<file path="src/rtl/cdb_pkg.sv">
package cdb_pkg;
  typedef enum logic {
    SEQ_IDLE = 1'b0,
    SEQ_HOLD = 1'b1
  } seq_st_e;
endpackage

</file>
<file path="src/rtl/cdb_div_core.sv">
module cdb_div_core #(
  parameter int DIV_W = 8,
  parameter logic [DIV_W-1:0] RST_CODE = 2
) (
  input  logic             clk_i,
  input  logic             rst_ni,
  input  logic             tick_i,
  input  logic [DIV_W-1:0] tgt_code_i,
  output logic             div_en_o,
  output logic             div_lvl_o,
  output logic             aligned_o
);
  localparam int CNT_W = DIV_W + 1;
  localparam int MAX_N = 1 << DIV_W;

  function automatic logic [CNT_W-1:0] decode(input logic [DIV_W-1:0] code);
    if (code == '0) decode = CNT_W'(MAX_N);
    else            decode = {1'b0, code};
  endfunction

  logic [CNT_W-1:0] cnt_q;
  logic [CNT_W-1:0] cur_n_q;
  logic [CNT_W-1:0] tgt_n;
  logic [CNT_W-1:0] hi_len;
  logic             last;

  assign tgt_n  = decode(tgt_code_i);
  assign hi_len = (cur_n_q + 1'b1) >> 1;
  assign last   = (cnt_q == cur_n_q - 1'b1);

  // The divisor in force changes only when a period ends.
  always_ff @(posedge clk_i) begin
    if (!rst_ni) begin
      cnt_q   <= '0;
      cur_n_q <= decode(RST_CODE);
    end else if (tick_i) begin
      if (last) begin
        cnt_q   <= '0;
        cur_n_q <= tgt_n;
      end else begin
        cnt_q <= cnt_q + 1'b1;
      end
    end
  end

  assign div_en_o  = tick_i && (cnt_q == '0);
  assign div_lvl_o = (cnt_q < hi_len);
  assign aligned_o = (cur_n_q == tgt_n);
endmodule

</file>
<file path="src/rtl/cdb_seq.sv">
module cdb_seq
  import cdb_pkg::*;
#(
  parameter int SETTLE_REFS = 4
) (
  input  logic clk_i,
  input  logic rst_ni,
  input  logic start_i,
  input  logic ref_en_i,
  input  logic aligned_i,
  output logic busy_o
);
  localparam int W = $clog2(SETTLE_REFS + 1);
  localparam logic [W-1:0] DONE = W'(SETTLE_REFS);

  seq_st_e      st_q;
  logic [W-1:0] wcnt_q;

  always_ff @(posedge clk_i) begin
    if (!rst_ni) begin
      st_q   <= SEQ_IDLE;
      wcnt_q <= '0;
    end else begin
      case (st_q)
        SEQ_IDLE: begin
          if (start_i) begin
            st_q   <= SEQ_HOLD;
            wcnt_q <= '0;
          end
        end
        default: begin
          if ((wcnt_q == DONE) && aligned_i) st_q <= SEQ_IDLE;
          else if (ref_en_i && (wcnt_q != DONE)) wcnt_q <= wcnt_q + 1'b1;
        end
      endcase
    end
  end

  assign busy_o = (st_q == SEQ_HOLD);
endmodule

</file>
<file path="src/rtl/clkdiv_bypass.sv">
module clkdiv_bypass #(
  parameter int DIV_W       = 8,
  parameter int REQ_W       = 12,
  parameter int SETTLE_REFS = 4,
  parameter int RST_DIV     = 2
) (
  input  logic             clk_i,
  input  logic             rst_ni,
  input  logic             ref_en_i,
  input  logic             ref_lvl_i,
  input  logic             parent_byp_i,
  input  logic             wr_stb_i,
  input  logic [REQ_W-1:0] wr_div_i,
  input  logic             wr_byp_i,
  output logic             out_en_o,
  output logic             out_lvl_o,
  output logic             byp_o,
  output logic             busy_o
);
  localparam int MAX_N = 1 << DIV_W;
  localparam logic [DIV_W-1:0] RST_CODE = DIV_W'(RST_DIV % MAX_N);

  logic [DIV_W-1:0] req_code;
  logic [DIV_W-1:0] code_q;
  logic             sw_byp_q;
  logic             accept, start;
  logic             tick, div_en, div_lvl, aligned, busy;
  logic             en_q, lvl_q;

  // Clamp: 0 and anything at or above the top divisor become code 0.
  always_comb begin
    if ((wr_div_i == '0) || (wr_div_i >= REQ_W'(MAX_N))) req_code = '0;
    else req_code = wr_div_i[DIV_W-1:0];
  end

  assign accept = wr_stb_i && !busy;
  assign start  = accept && (req_code != code_q);

  always_ff @(posedge clk_i) begin
    if (!rst_ni) begin
      code_q   <= RST_CODE;
      sw_byp_q <= 1'b0;
    end else if (accept) begin
      code_q   <= req_code;
      sw_byp_q <= wr_byp_i;
    end
  end

  assign tick = parent_byp_i ? ref_en_i : 1'b1;

  cdb_div_core #(.DIV_W(DIV_W), .RST_CODE(RST_CODE)) u_core (
    .clk_i      (clk_i),
    .rst_ni     (rst_ni),
    .tick_i     (tick),
    .tgt_code_i (code_q),
    .div_en_o   (div_en),
    .div_lvl_o  (div_lvl),
    .aligned_o  (aligned)
  );

  cdb_seq #(.SETTLE_REFS(SETTLE_REFS)) u_seq (
    .clk_i     (clk_i),
    .rst_ni    (rst_ni),
    .start_i   (start),
    .ref_en_i  (ref_en_i),
    .aligned_i (aligned),
    .busy_o    (busy)
  );

  assign byp_o  = sw_byp_q | busy;
  assign busy_o = busy;

  // Output select happens into registers, never on a clock net.
  always_ff @(posedge clk_i) begin
    if (!rst_ni) begin
      en_q  <= 1'b0;
      lvl_q <= 1'b0;
    end else begin
      en_q  <= byp_o ? ref_en_i  : div_en;
      lvl_q <= byp_o ? ref_lvl_i : div_lvl;
    end
  end

  assign out_en_o  = en_q;
  assign out_lvl_o = lvl_q;
endmodule

</file>
<file path="config.mk">
export PLATFORM = sky130hd
export DESIGN_NAME = clkdiv_bypass
export DESIGN_NICKNAME = d
export VERILOG_FILES = /design/src/rtl/cdb_pkg.sv /design/src/rtl/cdb_div_core.sv /design/src/rtl/cdb_seq.sv /design/src/rtl/clkdiv_bypass.sv
export SDC_FILE = /design/constraint.sdc
export NUM_CORES = 1
export LEC_CHECK = 0
export BUFFER_PORTS_ARGS = -buffer_cell sky130_fd_sc_hd__buf_2
export CAP_MARGIN = 0
export CORE_MARGIN = 1.5
export CORE_UTILIZATION = 55
export DETAILED_ROUTE_END_ITERATION = 10
export GPL_TIMING_DRIVEN = 0
export PLACE_DENSITY = 0.78
export SETUP_SLACK_MARGIN = 0.15
export SYNTH_ARGS = -nofsm -noshare
export SYNTH_HDL_FRONTEND = slang
export SYNTH_SLANG_ARGS = --single-unit
</file>
<file path="constraint.sdc">
create_clock -name clk_i -period 6 [get_ports clk_i]
set_input_delay 0.6 -clock clk_i [delete_from_list [all_inputs] [get_ports clk_i]]
set_output_delay 0.6 -clock clk_i [all_outputs]
set_load 0.1 [all_outputs]
</file>
# [Yosys cells after proc, flatten, opt, wreduce, memory -nomap -nowiden]
# Index checks and enable logic that the tools add are counted.
[word_totals] register_bits=33 output_inout_bits=4 word_cells=48
[op_classes] add_sub_neg=4 n_lt_le_gt_ge=2 eq_ne=7 muxes=13 bitwise=1 n_reduce_logical=13
[ops] op="9-bit by 1-bit adder with 9-bit output (second input constant)" n=2
[ops] op="9-bit equality test" n=2
[ops] op="9-bit 2-to-1 mux" n=2
[ops] op="12-bit by 9-bit >= comparator with 1-bit output (second input constant)" n=1
[ops] op="12-bit logical NOT" n=1
[ops] op="3-bit 2-to-1 mux" n=4
[ops] op="9-bit logical NOT" n=1
[ops] op="9-bit by 8-bit < comparator with 1-bit output" n=1
[ops] op="9-bit by 1-bit subtractor with 9-bit output (second input constant)" n=1
[ops] op="8-bit logical NOT" n=1
[ops] op="8-bit 2-to-1 mux" n=1
[ops] op="8-bit inequality test" n=1
[ops] op="1-bit 2-to-1 mux" n=6
[ops] op="1-bit logical AND" n=5
[ops] op="2-bit inequality test (second input constant)" n=2
[ops] op="3-bit by 1-bit adder with 3-bit output (second input constant)" n=1
[ops] op="3-bit equality test (second input constant)" n=1
[ops] op="3-bit inequality test (second input constant)" n=1
[ops] op="3-bit AND reduction" n=1
[ops] op="2-bit AND reduction" n=1
[ops] op="2-bit nonzero test" n=1
[ops] op="1-bit logical NOT" n=1
[ops] op="1-bit logical OR" n=1
[ops] op="1-bit bitwise OR" n=1

# [Logic depth before layout (Yosys ltp)]
# Gate-level depths: netlist of the first run.
[depth] word_depth=7 mapped_depth=11 mapped_depth_nobuf=11

# [Hierarchy]
# From an unflattened synthesis of the first run, not the netlist that was laid out.
[hier_totals] cells_unflattened=302 hier_area_um2=2462.4
[by_module_without_submodules] mod="cdb_div_core" instances=1 cells_per_inst=198 area_per_inst_um2=1604.0
[by_module_without_submodules] mod="clkdiv_bypass" instances=1 cells_per_inst=80 area_per_inst_um2=643.1
[by_module_without_submodules] mod="cdb_seq" instances=1 cells_per_inst=24 area_per_inst_um2=215.2

# [Worst setup path before layout of the first run]
# Ideal clock, no wire load.
[synth_path] kind="reg-to-output" start="register u_seq.st_q, in the netlist u_seq.busy_o" end="output byp_o" t_arrival_ns=1.827 t_required_ns=5.400 setup_slack_ns=3.573 stages_incl_launch_ff=3 n_path_buf=0 cell_sequence="dfxtp_1 -> nor2_1 -> inv_1"
[synth_via] elab_chain_len=1
[synth_rtl] item="from (decl)" line_no="cdb_seq.sv:16" text="seq_st_e st_q;"
[synth_rtl] item="from (signal assigned)" line_no="cdb_seq.sv:21" text="st_q <= SEQ_IDLE;"
[synth_rtl] item="from (signal assigned)" line_no="cdb_seq.sv:27" text="st_q <= SEQ_HOLD;"
[synth_rtl] item="from (signal assigned)" line_no="cdb_seq.sv:32" text="if ((wcnt_q == DONE) && aligned_i) st_q <= SEQ_IDLE;"
[synth_rtl] item="1-bit bitwise OR" line_no="clkdiv_bypass.sv:70" text="assign byp_o = sw_byp_q | busy;"
[synth_rtl] item="to (decl)" line_no="clkdiv_bypass.sv:17" text="output logic byp_o,"
# No other way between the ends.

# [Final worst setup path of the first run]
[layout_path] start="register u_core.cur_n_q[0]" end="register u_core.cur_n_q[7]"
[layout_via] elab_chain_len=3
[layout_rtl] item="from (decl)" line_no="cdb_div_core.sv:22" text="logic [CNT_W-1:0] cur_n_q;"
[layout_rtl] item="from (signal assigned)" line_no="cdb_div_core.sv:35" text="cur_n_q <= decode(RST_CODE);"
[layout_rtl] item="from (signal assigned)" line_no="cdb_div_core.sv:39" text="cur_n_q <= tgt_n;"
[layout_rtl] item="9-bit by 1-bit subtractor with 9-bit output" line_no="cdb_div_core.sv:29" text="assign last = (cnt_q == cur_n_q - 1'b1);"
[layout_rtl] item="9-bit equality test" line_no="cdb_div_core.sv:29"
[layout_rtl] item="2-bit AND reduction (no source line)"
# No other way between the ends.
# A chain may end at the register's enable or synchronous reset.

==> impl_results.md, run 1 <==
- Status: finished, final reports clean
- Primary FF master, synth: dfxtp_1
- # clock sinks: 33
- Setup CP Type: reg -> reg
- Main area contributors after synthesis: dfxtp_1 28%, xor2_1 7.0%, ha_1 6.9%
- Buf/Inv on CP: 4
- RSZ-0062 raised after global routing: false
- Max-slew violations: 0
- Top cell type's share of synthesized area: 0.279
- GRT overflow: 0
- Footprint of the multi-input gates: roughly 1500 um2
- Commonest cells in the netlist: 39 x nand2_1, 33 x dfxtp_1, 21 x nand3_1, 19 x xor2_1, 18 x xnor2_1
- Switching Share: 0.373
- Hold WC Path Type: reg -> reg
- Vias in the first global route: 1,962
- Initial DRC Count: ~140
- Setup Fix Bufs, Post-CTS: 0
- DRT Pass-1 Iters: 4
- Synth async-reset ratio: 0
- CTS Buf Count: 5
- Core box area: about 4100 um2
- Total Wirelength: approximately 5500 um
- Clock latency on the worst-skew pair: just under 0.3 ns
- Clock network fraction of total power: 0.267
- Overall power: slightly above 0.0007 W
- CP Capture Type: register
- Die width: 68.6 um
- CP cell instances: clkbuf_1 -> inv_1 -> ha_1 -> nor2b_1 -> a221oi_1 -> and3b_1 -> a21oi_1 -> and3_1 -> buf_6 -> buf_12 -> mux2i_1
- Crit-path max cell delay: between 0.3 and 0.4 ns
- Pwr Density: 269 nW/um2
- Post-CTS resize count: 0
- Hold buffer count at CTS: 0
- Leakage: around 1.0 nW
- Routed wire length per instance: roughly 15 um
- Area added between synthesis and finish: 11.6%
- Slew HR: 0.155
- Maximum vdd drop: just under 200 uV
- Final Hold Fails: 0
- Fill cells: about 370
- Synth warn: 0
- Initial Util: 0.583
- Clock skew: approximately 0.011 ns
- Worst-path fanout max: 10
- Layout cells sized above 1: 0.147
- Routed via count: 2,157
- Final Wtd Congestion: about 0.88
- Antenna cell count: 0
- Reg power frac: 0.357
- Drt drc: 0
- First-pass GRT wire length: around 9000 um
- DP Wirelength: ~4000 um
- Syn Inst Count: approximately 300
- Nets: 357
- Largest delay share family, worst path: buffers and inverters
- Clk pin slew, worst setup/hold paths: about 0.07 ns
- # Max-Cap Violations: 0
- Sw power: around 0.00026 W
- Comb pwr share: 0.376
- Actual slew at the worst max-slew pin: around 1.3 ns
- Gr usage total: 0.259
- Post-synthesis cell type count: about 50
- Buffer depth of the longest clock path: 2
- # setup viols final: 0
- Avg Cell Area, Syn: 7.99 um2
- Initial antenna violation count: 0
- Synthesis-stage register bit count: 33
- Post-synth top area cell: dfxtp_1
- Tcrit/Tclk final: 0.459
- Fmax: around 360 MHz
- Antenna Nets Post-Route: 0
- CTS root buffer: clkbuf_8
- H-tree Lvls: 2
- Worst endpoint required time: 6.21 ns
- Internal power: approximately 0.00045 W
- TritonCTS clock tree: done
- I/O pin count: 23
- Mapped Area: ~2400 um2
- Buffers on Ports: 22
- DIE AREA: roughly 4700 um2
- EDFF count, synth: 0
- Num rows: 23
- Register area: between 600 and 700 um2
- Crit-path slowest cell: dfxtp_1
- Final min period: around 2.8 ns
- Top-count cell post-synth: nand2_1
- Final TNS setup: 0 ns
- Syn_nets: about 330
- Via/cell ratio: roughly 5.7
- Register area share after synthesis: 0.279
- Pin count of the biggest net entering global routing: 11
- CP Launch Type: register
- Crit path arrival time: approximately 3.0 ns
- Die H: slightly below 70 um
## flip-flops by register name (all words and copies together) (netlist names)
| signal | flops |
|---|---|
| u_core.cnt_q | 9 |
| out_en_o | 1 |
| u_core.cur_n_q | 9 |
| sw_byp_q | 1 |
| u_seq.wcnt_q | 3 |
| out_lvl_o | 1 |
| u_seq.busy_o | 1 |
| code_q | 8 |
## cell type report
| type | count | area share |
|---|---|---|
| Multi-Input combinational cell | 232 | 0.577 |
| Sequential cell | 33 | 0.250 |
| Buffer | 22 | 0.0560 |
| Timing Repair Buffer | 22 | 0.0417 |
| Clock buffer | 7 | 0.0365 |
| Tap cell | 50 | 0.0237 |
| Inverter | 9 | 0.0128 |
| Clock inverter | 1 | 0.00190 |
## cells by family (layout without fill, tap and decap cells)
family | count (synthesis) | after routing | synth area share
flip-flops | 33 | 33 | 0.279
XOR/XNOR | 37 | 37 | 0.137
buffers and inverters | 31 | 61 | 0.0767
AND/OR/NAND/NOR | 127 | 127 | 0.281
AO/OA/AOI/OAI | 48 | 48 | 0.127
multiplexers | 7 | 7 | 0.0296
adder cells (fa/ha/maj) | 13 | 13 | 0.0688
## power by group through the flow
stage / sequential [W] / clock (W) / combinational, W
after global placement: 0.000256 / 0 / 0.000261
final: 0.000253 / 0.000190 / 0.000267
after global routing: 0.000256 / 0.000204 / 0.000289
after floorplan: 0.000286 / 0 / 0.000177
after CTS: 0.000253 / 0.000193 / 0.000265
after detailed placement: 0.000257 / 0 / 0.000263
## worst paths after layout
kind,from,endpoint,slack [ns],cells after the start
worst max register to register,u_core.cur_n_q[0]$_SDFFE_PN0P_,u_core.cur_n_q[7]$_SDFFE_PN0P_,3.25,11
worst min-delay path,sw_byp_q$_SDFFE_PN0P_,sw_byp_q$_SDFFE_PN0P_,0.46,2
worst max-delay path,u_core.cur_n_q[0]$_SDFFE_PN0P_,u_core.cur_n_q[7]$_SDFFE_PN0P_,3.25,11
worst min register to register,sw_byp_q$_SDFFE_PN0P_,sw_byp_q$_SDFFE_PN0P_,0.46,2
## metal layers
metal  track usage  part of all wire  vias to the layer above
met4        0.0875             0.011                        0
met1         0.328              0.48                     1002
li1              -                 -                     1101
met5             0                 0                        -
met3        0.0438             0.036                        6
met2         0.445              0.47                       48
## worst register-to-register path: cells and delay by family, from the launching register on
kind                     cells  cell delay [ns]
AND/OR/NAND/NOR              3             0.60
buffers and inverters        4             0.71
flip-flops                   1             0.35
AO/OA/AOI/OAI                2             0.59
multiplexers                 1             0.17
adder cells (fa/ha/maj)      1             0.25
## layout by cell type (no fill, tap or decap), types with 7 or more instances in the layout
cell type	count
clkbuf_1	10
nand4_1	10
o21ai_0	13
dfxtp_1	33
mux2i_1	7
nor2_1	16
nand3_1	21
buf_2	23
xnor2_1	18
ha_1	13
clkbuf_8	7
nor3_1	11
nand2_1	39
inv_1	9
a21oi_1	16
xor2_1	19
## stage by stage
step	util	area [um2]	setup slack, ns	hold slack [ns]	cells
CTS	0.650	2640	3.28	0.458	376
floorplan	-	2360	3.57	0.437	296
global placement	0.625	2540	3.35	0.447	368
detailed placement	0.625	2540	3.30	0.447	368
finish	0.650	2640	3.25	0.458	376
global route	0.650	2640	3.06	0.478	376
(Power assumes the default switching activity.)
==> run 2, diff against run 1 <==
--- a/config.mk
+++ b/config.mk
@@ -8,10 +8,10 @@
 export BUFFER_PORTS_ARGS = -buffer_cell sky130_fd_sc_hd__buf_2
 export CAP_MARGIN = 0
 export CORE_MARGIN = 1.5
-export CORE_UTILIZATION = 55
+export CORE_UTILIZATION = 54
 export DETAILED_ROUTE_END_ITERATION = 10
 export GPL_TIMING_DRIVEN = 0
-export PLACE_DENSITY = 0.78
+export PLACE_DENSITY = 0.8
 export SETUP_SLACK_MARGIN = 0.15
 export SYNTH_ARGS = -nofsm -noshare
 export SYNTH_HDL_FRONTEND = slang
==> constraint.sdc (replaced) <==
create_clock -name clk_i -period 2.4 [get_ports clk_i]
set_input_delay 0.24 -clock clk_i [delete_from_list [all_inputs] [get_ports clk_i]]
set_output_delay 0.24 -clock clk_i [all_outputs]
set_load 0.1 [all_outputs]
==> impl_results.md, run 2 (same netlist as run 1, synthesis figures left out) <==
- Num rows: 23 (unchanged)
- Slew HR: 0.213 (+0.0578)
- Actual slew at the worst max-slew pin: 1.17 ns (-0.0859 ns)
- Worst-path fanout max: 8 (-2)
- CTS Buf Count: 5 (unchanged)
- Hold EP: out_lvl_o$_SDFF_PN0_
- CP dominant cell by count: buf_12
- DRT Pass-1 Iters: 4 (unchanged)
- Worst R2R End: u_core.cur_n_q[7]$_SDFFE_PN0P_
- Met3 wire length: 270 um (+36%)
- Most common cell after layout, fill and taps aside: nand2_1
- Routed wire length per instance: 15.6 um (+6.5%)
- Worst hold margin: 0.200 ns (-0.258 ns)
- Layout cells sized above 1: 0.293 (+0.146)
- Leakage: 1.21 nW (+16%)
- Tcrit/Tclk final: 0.929 (+0.470)
- Core box area: 4120 um2 (+1.4%)
- Final min period: 2.23 ns (-0.525 ns)
- Area added between synthesis and finish: 28.4%
- Final Hold Fails: 0 (unchanged)
- Routed via count: 2,254 (+4.5%)
- Hold WC Path Type: in -> reg
- Fill cells: 320 (-14%)
- DIE AREA: 4790 um2 (+1.8%)
- Area post-placement: 2540 um2 (about the same)
- First-pass GRT wire length: 9830 um (+9.2%)
- GRT overflow: 0 (unchanged)
- Initial Util: 0.575 (-0.00815)
- CP cell instances: buf_6 -> nor3_4 -> nand3_2 -> or4_4 -> a31oi_4 -> and3_4 -> buf_12 -> buf_12 -> mux2i_1
- Crit-path slowest cell: or4_4
- TritonCTS clock tree: done
- Drt drc: 0 (unchanged)
- Clk pin slew, worst setup/hold paths: 0.07 ns (about the same)
- Status: finished, final reports clean
- CP Launch Type: register
- Clock skew: 0.00577 ns (-0.00503 ns)
- Pwr Density: 680 nW/um2 (+150%)
- Metal1 wirelength: 2600 um (-1.0%)
- Via/cell ratio: 5.71 (-0.53%)
- # clock sinks: 33 (unchanged)
- Die width: 69.2 um (+0.88%)
- WHS Path Cells: 3 (+1)
- Commonest cells after routing, fill and taps aside: 38 x nand2_1, 29 x dfxtp_1, 23 x buf_2
- Footprint of the multi-input gates: 1690 um2 (+11%)
- Total Wirelength: 6150 um (+12%)
- Reg2Reg Depth: 9 (-2)
- Final setup margin: 0.171 ns (-3.08 ns)
- Worst endpoint required time: 2.62 ns (-3.59 ns)
- Top Registers: u_core.cnt_q (9), u_core.cur_n_q (9), code_q (8)
- Top sig layer: met4
- Max-slew violations: 0 (unchanged)
- Buffer depth of the longest clock path: 2 (unchanged)
- Initial DRC Count: 187 (+39%)
- Die H: 69.2 um (+0.88%)
- Final core occ: 0.738 (+0.0876)
- H-tree Lvls: 2 (unchanged)
- RSZ-0062 raised after global routing: true
- Initial antenna violation count: 0 (unchanged)
- I/O pin count: 23 (unchanged)
- Buffers on Ports: 22 (unchanged)
- Clock latency on the worst-skew pair: 0.29 ns (about the same)
- Register area: 671 um2 (+1.5%)
- CP Capture Type: register
- Pin count of the biggest net entering global routing: 12 (+1)
- Gr usage total: 0.251 (-0.00795)
- Reg-to-reg startpoint: u_core.cur_n_q[3]$_SDFFE_PN0P_
- Maximum vdd drop: 554 uV (+180%)
- Hold buffer count at CTS: 0 (unchanged)
- # setup viols final: 0 (unchanged)
- Worst hold start: ref_lvl_i
- Pre-CTS setup slack: -0.310 ns (-3.61 ns)
- DP Wirelength: 4030 um (+0.46%)
- Final TNS setup: 0 ns (unchanged)
- Vias in the first global route: 2,127 (+8.4%)
- Post-route cell area: 3040 um2 (+15%)
- WL met2: 3170 um (+22%)
- Nets: 376 (+5.3%)
- Fmax: 449 MHz (+24%)
- Antenna Nets Post-Route: 0 (unchanged)
- Setup CP Type: reg -> reg
- # Max-Cap Violations: 0 (unchanged)
- R2R Setup Slk: 0.17 ns (-3.08 ns)
- CTS root buffer: clkbuf_8
- Final Wtd Congestion: 0.892 (+0.83%)
- Antenna cell count: 0 (unchanged)
- Crit path arrival time: 2.45 ns (-0.52 ns)
- Crit-path max cell delay: 0.51 ns (+0.16 ns)
run 2: cell types whose count changed in the layout (fill, tap and decap cells not counted), moves of 3 or more:
cell and change:
buf_4 +12, buf_6 +5, clkbuf_1 -3, dfxtp_1 -4, nor3_1 -7, nor3_2 +6
run 2: final cells by class:
| type | count | share of cell area |
|---|---|---|
| multi-input combinational | 232 | 0.556 |
| sequential | 33 | 0.221 |
| timing repair buffer | 41 | 0.100 |
| buffer | 22 | 0.0585 |
| clock buffer | 6 | 0.0272 |
| tap | 50 | 0.0206 |
| inverter | 9 | 0.0119 |
| clock inverter | 2 | 0.00453 |
run 2: how the worst max path moves through the flow:
stage | startpoint | endpoint | cells after the start
detailed placement | u_core.cur_n_q[2]$_SDFFE_PN0P_ | out_lvl_o$_SDFF_PN0_ | 11
global route | u_core.cur_n_q[2]$_SDFFE_PN0P_ | out_lvl_o$_SDFF_PN0_ | 11
global placement | u_core.cur_n_q[2]$_SDFFE_PN0P_ | out_lvl_o$_SDFF_PN0_ | 11
CTS | u_core.cur_n_q[0]$_SDFFE_PN0P_ | u_core.cnt_q[2]$_SDFFE_PN0P_ | 11
floorplan | u_core.cur_n_q[0]$_SDFFE_PN0P_ | u_core.cur_n_q[7]$_SDFFE_PN0P_ | 11
finish | u_core.cur_n_q[3]$_SDFFE_PN0P_ | u_core.cur_n_q[7]$_SDFFE_PN0P_ | 9
run 2: metal layers:
metal / up-vias / global-route usage
li1: 1138 / -
met2: 64 / 0.418
met1: 1039 / 0.325
met3: 13 / 0.0436
met5: - / 0
met4: 0 / 0.0959
run 2: worst max-delay path, delay by kind of cell, from the launching register on:
kind | cells | cell delay (ns)
buf+inv | 3 | 0.39
simple gates | 4 | 1.04
flops | 1 | 0.32
mux | 1 | 0.17
compound gates | 1 | 0.24
run 2: through the flow:
stage	std cells	total power, W
after detailed placement	368	0.00130
after CTS	384	0.00192
after global placement	368	0.00129
final	395	0.00206
after global routing	395	0.00216
after floorplan	296	0.00116
run 2: timing repair:
action,in CTS,in global routing
gates resized for setup,23,38
cloned,1,0
pin swaps,6,16
endpoints found under the setup margin,19,15
setup buffers,7,11
run 2: report_power, final:
group	leakage [nW]	total (W)	internal [W]	switching (W)
logic	0.887	0.000981	0.000481	0.000501
clock network	0.0512	0.000445	0.000232	0.000213
registers	0.270	0.000638	0.000590	0.0000480
total	1.21	0.00206	0.00130	0.000761
